`src/rtl/gf448_pkg.sv`:
```
package gf448_pkg;
  parameter int WORD_BITS  = 32;
  parameter int FIELD_BITS = 448;
  parameter int FOLD_BIT   = 224;

  localparam int NWORDS   = FIELD_BITS / WORD_BITS;
  localparam int IDX_BITS = (NWORDS > 1) ? $clog2(NWORDS) : 1;

  typedef logic [WORD_BITS-1:0] word_t;
  typedef logic [IDX_BITS-1:0]  idx_t;
  typedef enum logic [1:0] {ST_IDLE, ST_LOAD, ST_DRAIN} st_t;

  // Word i of p = 2^FIELD_BITS - 2^FOLD_BIT - 1: all ones except the fold bit.
  function automatic word_t prime_word(input idx_t i);
    word_t w;
    int    pos;
    w   = '1;
    pos = FOLD_BIT - int'(i) * WORD_BITS;
    if (pos >= 0 && pos < WORD_BITS) w[pos] = 1'b0;
    return w;
  endfunction

  // One word of a carry chain; bit WORD_BITS is carry (add) or borrow (sub).
  function automatic logic [WORD_BITS:0] word_step(input word_t x, input word_t y,
                                                  input logic cin, input logic sub);
    logic [WORD_BITS:0] r;
    if (sub) r = {1'b0, x} - {1'b0, y} - {{WORD_BITS{1'b0}}, cin};
    else     r = {1'b0, x} + {1'b0, y} + {{WORD_BITS{1'b0}}, cin};
    return r;
  endfunction
endpackage

```
`src/rtl/gf448_lane.sv`:
```
module gf448_lane
  import gf448_pkg::*;
(
  input  logic  clk,
  input  logic  rst_n,
  input  logic  en,
  input  logic  first,
  input  logic  sub,
  input  word_t x,
  input  word_t y,
  output word_t z,
  output logic  cout
);
  logic carry_q;
  logic cin;

  assign cin = first ? 1'b0 : carry_q;

  always_comb begin
    {cout, z} = word_step(x, y, cin, sub);
  end

  always_ff @(posedge clk or negedge rst_n) begin
    if (!rst_n)  carry_q <= 1'b0;
    else if (en) carry_q <= cout;
  end
endmodule

```
`src/rtl/gf448_store.sv`:
```
module gf448_store
  import gf448_pkg::*;
(
  input  logic  clk,
  input  logic  we,
  input  idx_t  widx,
  input  word_t wdata,
  input  idx_t  ridx,
  output word_t rdata
);
  word_t mem [NWORDS];

  always_ff @(posedge clk) begin
    if (we) mem[widx] <= wdata;
  end

  assign rdata = mem[ridx];
endmodule

```
`src/rtl/gf448_ctrl.sv`:
```
module gf448_ctrl
  import gf448_pkg::*;
(
  input  logic clk,
  input  logic rst_n,
  input  logic op_start,
  input  logic in_valid,
  input  logic sub_mode,
  input  logic sel_in,
  output logic take,
  output logic first,
  output logic cur_sub,
  output idx_t wr_idx,
  output idx_t rd_idx,
  output idx_t load_cnt,
  output logic load_active,
  output logic drain,
  output logic drain_last,
  output logic mode_q,
  output logic sel_q
);
  localparam idx_t LAST_IDX = idx_t'(NWORDS - 1);

  st_t  state;
  logic last_in;

  assign first       = (state == ST_IDLE);
  assign load_active = (state == ST_LOAD);
  assign drain       = (state == ST_DRAIN);
  assign take        = in_valid && (first ? op_start : load_active);
  assign wr_idx      = first ? '0 : load_cnt;
  assign last_in     = (wr_idx == LAST_IDX);
  assign cur_sub     = first ? sub_mode : mode_q;
  assign drain_last  = drain && (rd_idx == LAST_IDX);

  always_ff @(posedge clk or negedge rst_n) begin
    if (!rst_n) begin
      state    <= ST_IDLE;
      load_cnt <= '0;
      rd_idx   <= '0;
      mode_q   <= 1'b0;
      sel_q    <= 1'b0;
    end else if (drain) begin
      if (drain_last) begin
        state  <= ST_IDLE;
        rd_idx <= '0;
      end else begin
        rd_idx <= rd_idx + 1'b1;
      end
    end else if (take) begin
      if (first) mode_q <= sub_mode;
      if (last_in) begin
        state    <= ST_DRAIN;
        rd_idx   <= '0;
        load_cnt <= '0;
        sel_q    <= sel_in;
      end else begin
        state    <= ST_LOAD;
        load_cnt <= wr_idx + 1'b1;
      end
    end
  end
endmodule

```
`src/rtl/gf448_addsub_serial.sv`:
```
module gf448_addsub_serial
  import gf448_pkg::*;
(
  input  logic                 clk,
  input  logic                 rst_n,
  input  logic                 op_start,
  input  logic                 sub_mode,
  input  logic                 in_valid,
  input  logic [WORD_BITS-1:0] a_word,
  input  logic [WORD_BITS-1:0] b_word,
  output logic                 out_valid,
  output logic [WORD_BITS-1:0] out_word,
  output logic                 out_last,
  output logic                 busy
);
  // Named internal events, visible to the bound checker.
  logic  take, first, cur_sub, load_active, drain, drain_last;
  logic  mode_q, sel_q;
  idx_t  wr_idx, rd_idx, load_cnt;
  word_t raw_z, corr_z, raw_rd, corr_rd;
  logic  raw_cout, corr_cout;

  gf448_ctrl u_ctrl (
    .clk        (clk),
    .rst_n      (rst_n),
    .op_start   (op_start),
    .in_valid   (in_valid),
    .sub_mode   (sub_mode),
    .sel_in     (raw_cout),
    .take       (take),
    .first      (first),
    .cur_sub    (cur_sub),
    .wr_idx     (wr_idx),
    .rd_idx     (rd_idx),
    .load_cnt   (load_cnt),
    .load_active(load_active),
    .drain      (drain),
    .drain_last (drain_last),
    .mode_q     (mode_q),
    .sel_q      (sel_q)
  );

  // Raw chain: a +/- b.
  gf448_lane u_raw (
    .clk  (clk),
    .rst_n(rst_n),
    .en   (take),
    .first(first),
    .sub  (cur_sub),
    .x    (a_word),
    .y    (b_word),
    .z    (raw_z),
    .cout (raw_cout)
  );

  // Corrected chain: raw result -/+ p, opposite direction.
  gf448_lane u_corr (
    .clk  (clk),
    .rst_n(rst_n),
    .en   (take),
    .first(first),
    .sub  (!cur_sub),
    .x    (raw_z),
    .y    (prime_word(wr_idx)),
    .z    (corr_z),
    .cout (corr_cout)
  );

  gf448_store u_raw_buf (
    .clk  (clk),
    .we   (take),
    .widx (wr_idx),
    .wdata(raw_z),
    .ridx (rd_idx),
    .rdata(raw_rd)
  );

  gf448_store u_corr_buf (
    .clk  (clk),
    .we   (take),
    .widx (wr_idx),
    .wdata(corr_z),
    .ridx (rd_idx),
    .rdata(corr_rd)
  );

  assign out_valid = drain;
  assign out_last  = drain_last;
  assign out_word  = sel_q ? corr_rd : raw_rd;
  assign busy      = !first;

  logic unused_ok;
  assign unused_ok = corr_cout;
endmodule

```
`config.mk`:
```
export PLATFORM = sky130hd
export DESIGN_NAME = gf448_addsub_serial
export DESIGN_NICKNAME = d
export VERILOG_FILES = /design/src/rtl/gf448_pkg.sv /design/src/rtl/gf448_lane.sv /design/src/rtl/gf448_store.sv /design/src/rtl/gf448_ctrl.sv /design/src/rtl/gf448_addsub_serial.sv
export SDC_FILE = /design/constraint.sdc
export NUM_CORES = 1
export LEC_CHECK = 0
export BUFFER_PORTS_ARGS = -buffer_cell sky130_fd_sc_hd__buf_2
export CORE_UTILIZATION = 25
export CTS_CLUSTER_SIZE = 25
export DETAILED_ROUTE_END_ITERATION = 10
export SLEW_MARGIN = 20
export SYNTH_ARGS = -nofsm -noshare
export SYNTH_HDL_FRONTEND = slang
export SYNTH_SLANG_ARGS = --single-unit
```
`constraint.sdc`:
```
create_clock -name clk -period 6.89 [get_ports clk]
set_clock_uncertainty 0.15 [all_clocks]
set_input_delay 0 -clock clk [delete_from_list [all_inputs] [get_ports clk]]
set_output_delay 0 -clock clk [all_outputs]
set_load 0.005 [all_outputs]
```
==> impl_table.tex <==
\begin{tabular}{lr}
\hline
Metric & Value \\
\hline
\multicolumn{2}{l}{\textbf{Status}} \\
Run status & finished clean \\
\multicolumn{2}{l}{\textbf{Worst setup path}} \\
Kind of cell adding the most delay to the critical path & compound AO/OA/AOI/OAI gates \\
Capture point of the worst reg-to-reg path & u\_corr\_buf.mem[11][30]\$\_DFFE\_PP\_ \\
Crit path max-delay cell type & sky130\_fd\_sc\_hd\_\_o31ai\_1 \\
Sort of element at the start of the critical path & flop \\
Start-to-end type of the worst setup path & flop to flop \\
Kind of end point of the critical path & flop \\
Longest individual stage delay on the worst path & approximately 0.54 ns \\
Cell count of the worst reg-to-reg path & 25 \\
Crit path buf inv count & 2 \\
Arr. time, crit path & about 6.6 ns \\
Setup slack on the worst flop-to-flop path & 0.50 ns \\
Required time reported for the critical path endpoint & 7.12 ns \\
Reg-to-reg startpoint & u\_ctrl.state[1]\$\_DFFE\_PN0P\_ \\
Maximum net fanout on the critical path & 14 \\
\multicolumn{2}{l}{\textbf{Die}} \\
Die Span X & $\sim$410 microns \\
Number of I/O pins & about 100 \\
Full die area & between 150,000 and 200,000 sq um \\
Height of the die & a little over 400 microns \\
Area of the placeable core & 169,000 sq um \\
Starting utilization of the core area & between 20\% and 30\% \\
FP Rows & roughly 150 \\
\multicolumn{2}{l}{\textbf{CTS}} \\
Clk\_lat worst skew & between 0.6 and 0.7 ns \\
Number of buffers added by the clock tree synthesis step & 87 \\
Clock-pin slew on the worst setup and hold paths & 0.06 ns \\
Clock Tree Root & sky130\_fd\_sc\_hd\_\_clkbuf\_16 \\
\# clock sinks & about 900 \\
Largest buffer count on any clock path & 3 \\
TritonCTS clock tree & yes \\
Number of levels in the clock H-tree & 3 \\
\multicolumn{2}{l}{\textbf{Finish}} \\
Area occupied by multi-input gates & between 10,000 and 15,000 sq um \\
Sequential cell area & 27,300 sq um \\
Fraction of layout instances using a drive strength above 1 & $\sim$22\% \\
Number of fillers in the final layout & 16,790 \\
Final nets & 3,107 \\
Synth-to-Final Area Change & 16.0\% \\
Count of non-filler cells in the finished layout & between 5,000 and 6,000 \\
Utilization after layout & a little under 30\% \\
\multicolumn{2}{l}{\textbf{Synth}} \\
Ys async rst share & approximately 1.5\% \\
Syn Nets & around 2,900 \\
Synth Instances & roughly 2,700 \\
Post-Synthesis Mean Instance Area & approximately 16 sq um \\
Most area-consuming cells after synthesis & sky130\_fd\_sc\_hd\_\_edfxtp\_1 63\%, sky130\_fd\_sc\_hd\_\_mux4\_2 12\%, sky130\_fd\_sc\_hd\_\_ha\_1 4.9\%, sky130\_fd\_sc\_hd\_\_a21oi\_1 2.0\%, sky130\_fd\_sc\_hd\_\_nor2\_1 1.6\% \\
Largest area contributor in the netlist & sky130\_fd\_sc\_hd\_\_edfxtp\_1 \\
Number of flops mapped to enable cells by yosys & roughly 900 \\
Number of distinct library cell variants in the gate-level netlist after synthesis & between 80 and 90 \\
Yosys top cell area share & between 60\% and 70\% \\
Prevailing post-synth register cell & sky130\_fd\_sc\_hd\_\_edfxtp\_1 \\
Count of yosys warnings during synthesis & 0 \\
Cell area after synthesis & 42,600 sq um \\
\#FFs+latches synth & between 900 and 1,000 \\
Sequential-to-total area share from yosys stat & about 64\% \\
\multicolumn{2}{l}{\textbf{Routing}} \\
Initial DRC Count & 2,030 \\
Final routed wirelength across all metal layers & 108,000 microns \\
Routed wirelength normalized by instance count & between 20 and 25 microns \\
Drc violations & 0 \\
Vias & around 24,000 \\
Via count normalized by instance count & between 4 and 5 \\
Detailed-routing iteration count for the pre-antenna-repair pass & 5 \\
Final antenna-violating net count & 0 \\
\multicolumn{2}{l}{\textbf{STA}} \\
Crit path setup slack, layout & approximately 0.50 ns \\
Worst slew pin tran & around 1.0 ns \\
Max-slew violation count & 0 \\
Slew Limit Headroom & between 20\% and 30\% \\
Final worst path period share & 92.7\% \\
Hold\_ws & between 0.1 and 0.15 ns \\
Number of setup violations in the final report & 0 \\
Unrepaired setup endpoints after global routing & false \\
Fin crit period & about 6.4 ns \\
Highest clock frequency the design can meet & between 150 and 200 MHz \\
Number of failing hold endpoints at the final stage & 0 \\
\multicolumn{2}{l}{\textbf{Placement}} \\
Routability congestion estimate from global placement & $\sim$0.86 \\
Worst slack, placed & -0.0925 ns \\
DPL Wire Length & approximately 68,000 microns \\
Count of port buffers added during placement & slightly above 100 \\
Cell Count Post-Placement & 4,984 \\
\multicolumn{2}{l}{\textbf{GRT}} \\
Largest net degree at the start of global routing & 94 \\
Number of antenna violations at the first check in global routing & 12 \\
Overall fraction of global-route tracks in use & 12.3\% \\
Overflow left after global routing & 0 \\
Via count of the first global-routing pass & 24,675 \\
Global-route wire length before repair & between 150,000 and 200,000 microns \\
\multicolumn{2}{l}{\textbf{Pwr}} \\
Total design power & $\sim$26,000 uW \\
Static leakage power & $\sim$0.017 uW \\
PwrDens & roughly 530 nW/um\^{}2 \\
Worst-case vdd ir drop & $\sim$0.31 mV \\
\multicolumn{2}{l}{\textbf{Worst hold path}} \\
Hold path start & b\_word[30] \\
Hold Path Depth & 8 \\
End point of the most critical hold path & u\_corr.carry\_q\$\_DFFE\_PN0P\_ \\
Hold crit path type & primary input to flop \\
\multicolumn{2}{l}{\textbf{Job}} \\
Max-cap violation count & 0 \\
\hline
\end{tabular}
## layout by cell type, fill, tap and decap left out, types with 16 or more instances in the layout
cell type	count
sky130_fd_sc_hd__buf_4	108
sky130_fd_sc_hd__nor2_1	168
sky130_fd_sc_hd__o21a_1	18
sky130_fd_sc_hd__nand2_1	122
sky130_fd_sc_hd__xor2_1	35
sky130_fd_sc_hd__xnor2_1	77
sky130_fd_sc_hd__clkinv_1	23
sky130_fd_sc_hd__a31oi_1	20
sky130_fd_sc_hd__clkbuf_16	87
sky130_fd_sc_hd__clkbuf_1	19
sky130_fd_sc_hd__buf_2	103
sky130_fd_sc_hd__mux2_2	28
sky130_fd_sc_hd__a21oi_1	164
sky130_fd_sc_hd__nand3_1	33
sky130_fd_sc_hd__edfxtp_1	896
sky130_fd_sc_hd__o21bai_1	16
sky130_fd_sc_hd__nor3_1	17
sky130_fd_sc_hd__o21ai_0	77
sky130_fd_sc_hd__mux4_2	233
sky130_fd_sc_hd__inv_1	149
sky130_fd_sc_hd__mux2i_1	59
sky130_fd_sc_hd__a211oi_1	35
sky130_fd_sc_hd__a21o_1	22
sky130_fd_sc_hd__ha_1	165
## cells in the mapped netlist, types with 15 or more instances
library cell / count
sky130_fd_sc_hd__a21o_1: 22
sky130_fd_sc_hd__a21oi_1: 167
sky130_fd_sc_hd__o21a_1: 18
sky130_fd_sc_hd__nand2_1: 123
sky130_fd_sc_hd__o21ai_0: 81
sky130_fd_sc_hd__buf_2: 15
sky130_fd_sc_hd__inv_1: 149
sky130_fd_sc_hd__a31oi_1: 20
sky130_fd_sc_hd__nor2_1: 182
sky130_fd_sc_hd__ha_1: 165
sky130_fd_sc_hd__mux4_2: 233
sky130_fd_sc_hd__mux2i_1: 61
sky130_fd_sc_hd__edfxtp_1: 896
sky130_fd_sc_hd__a211oi_1: 35
sky130_fd_sc_hd__nand3_1: 33
sky130_fd_sc_hd__mux2_2: 28
sky130_fd_sc_hd__nor3_1: 18
sky130_fd_sc_hd__buf_1: 21
sky130_fd_sc_hd__xor2_1: 35
sky130_fd_sc_hd__clkbuf_1: 68
sky130_fd_sc_hd__xnor2_1: 77
sky130_fd_sc_hd__o21bai_1: 16
## stage by stage
| step | cell area [sq um] | setup TNS (ns) |
|---|---|---|
| floorplan | 42600 | 0 |
| global placement | 46300 | -0.488 |
| detailed placement | 46400 | -1.29 |
| CTS | 49300 | 0 |
| global route | 49300 | 0 |
| finish | 49300 | 0 |
## timing repair
item / 4_1_cts / 5_1_grt
endpoints found under the hold margin: 22 / 0
endpoints found under the setup margin: 14 / 56
gates resized for setup: 0 / 4
gates cloned: 0 / 0
setup buffers: 1 / 0
pin swaps: 1 / 0
hold buffers: 11 / 0
## worst max-delay path by stage
stage | slack, ns | from | to | cells past startpoint
2_1_floorplan | 0.80 | u_ctrl.state[1]$_DFFE_PN0P_ | u_corr_buf.mem[2][0]$_DFFE_PP_ | 5
3_3_place_gp | -0.04 | u_ctrl.state[1]$_DFFE_PN0P_ | u_corr_buf.mem[6][30]$_DFFE_PP_ | 24
3_5_place_dp | -0.09 | u_ctrl.state[1]$_DFFE_PN0P_ | u_corr_buf.mem[7][30]$_DFFE_PP_ | 24
4_1_cts | 0.02 | u_ctrl.state[1]$_DFFE_PN0P_ | u_corr_buf.mem[5][29]$_DFFE_PP_ | 23
5_1_grt | 0.05 | u_ctrl.state[1]$_DFFE_PN0P_ | u_corr_buf.mem[7][26]$_DFFE_PP_ | 26
6_report | 0.50 | u_ctrl.state[1]$_DFFE_PN0P_ | u_corr_buf.mem[11][30]$_DFFE_PP_ | 25
## sequential cells by signal, summed over array words and instances, names as in the netlist
name	cells
u_ctrl.sel_q	1
u_raw.carry_q	1
u_ctrl.load_cnt	4
u_ctrl.state	2
u_corr_buf.mem	448
u_raw_buf.mem	448
u_ctrl.rd_idx	4
u_corr.carry_q	1
u_ctrl.mode_q	1
## cells by family after synthesis
| group | after synthesis | synth area share (%) |
|---|---|---|
| buf+inv | 262 | 2.51 |
| fa+ha+maj | 171 | 5.13 |
| compound gates | 445 | 6.77 |
| xor+xnor | 113 | 2.34 |
| mux | 323 | 14.6 |
| flops | 910 | 64.1 |
| simple gates | 441 | 4.63 |
## per-layer routing
layer  routed length [microns]  track usage, %  vias to the layer above
li1                          -               -                    10837
met4                      1620            2.55                        4
met5                        22               0                        -
met2                     52600            20.7                      594
met1                     48600            16.8                    12599
met3                      5080            1.70                      116
## report_power, final
| group | internal, uW | switching, uW | leakage, uW |
|---|---|---|---|
| Clock | 2650 | 2050 | 0.00136 |
| Sequential | 8880 | 325 | 0.00824 |
| Combinational | 4500 | 7580 | 0.00702 |
## layout make-up
cell class	instances	area share (%)
clock buffer	106	4.56
inverter	149	1.13
timing repair buffer	226	3.07
multi-input combinational	1493	29.2
clock inverter	55	1.15
tap	2218	5.62
antenna	3	0.0152
sequential	910	55.3
## worst min-delay path, cell delays in order
cell and delay (ns):
sky130_fd_sc_hd__buf_2 0.10, sky130_fd_sc_hd__ha_1 0.15, sky130_fd_sc_hd__a21oi_1 0.07, sky130_fd_sc_hd__o21ai_0 0.07
sky130_fd_sc_hd__a31oi_1 0.06, sky130_fd_sc_hd__mux2i_1 0.17, sky130_fd_sc_hd__xnor2_1 0.18, sky130_fd_sc_hd__a31oi_1 0.08
Power figures use the tool's default switching activity.
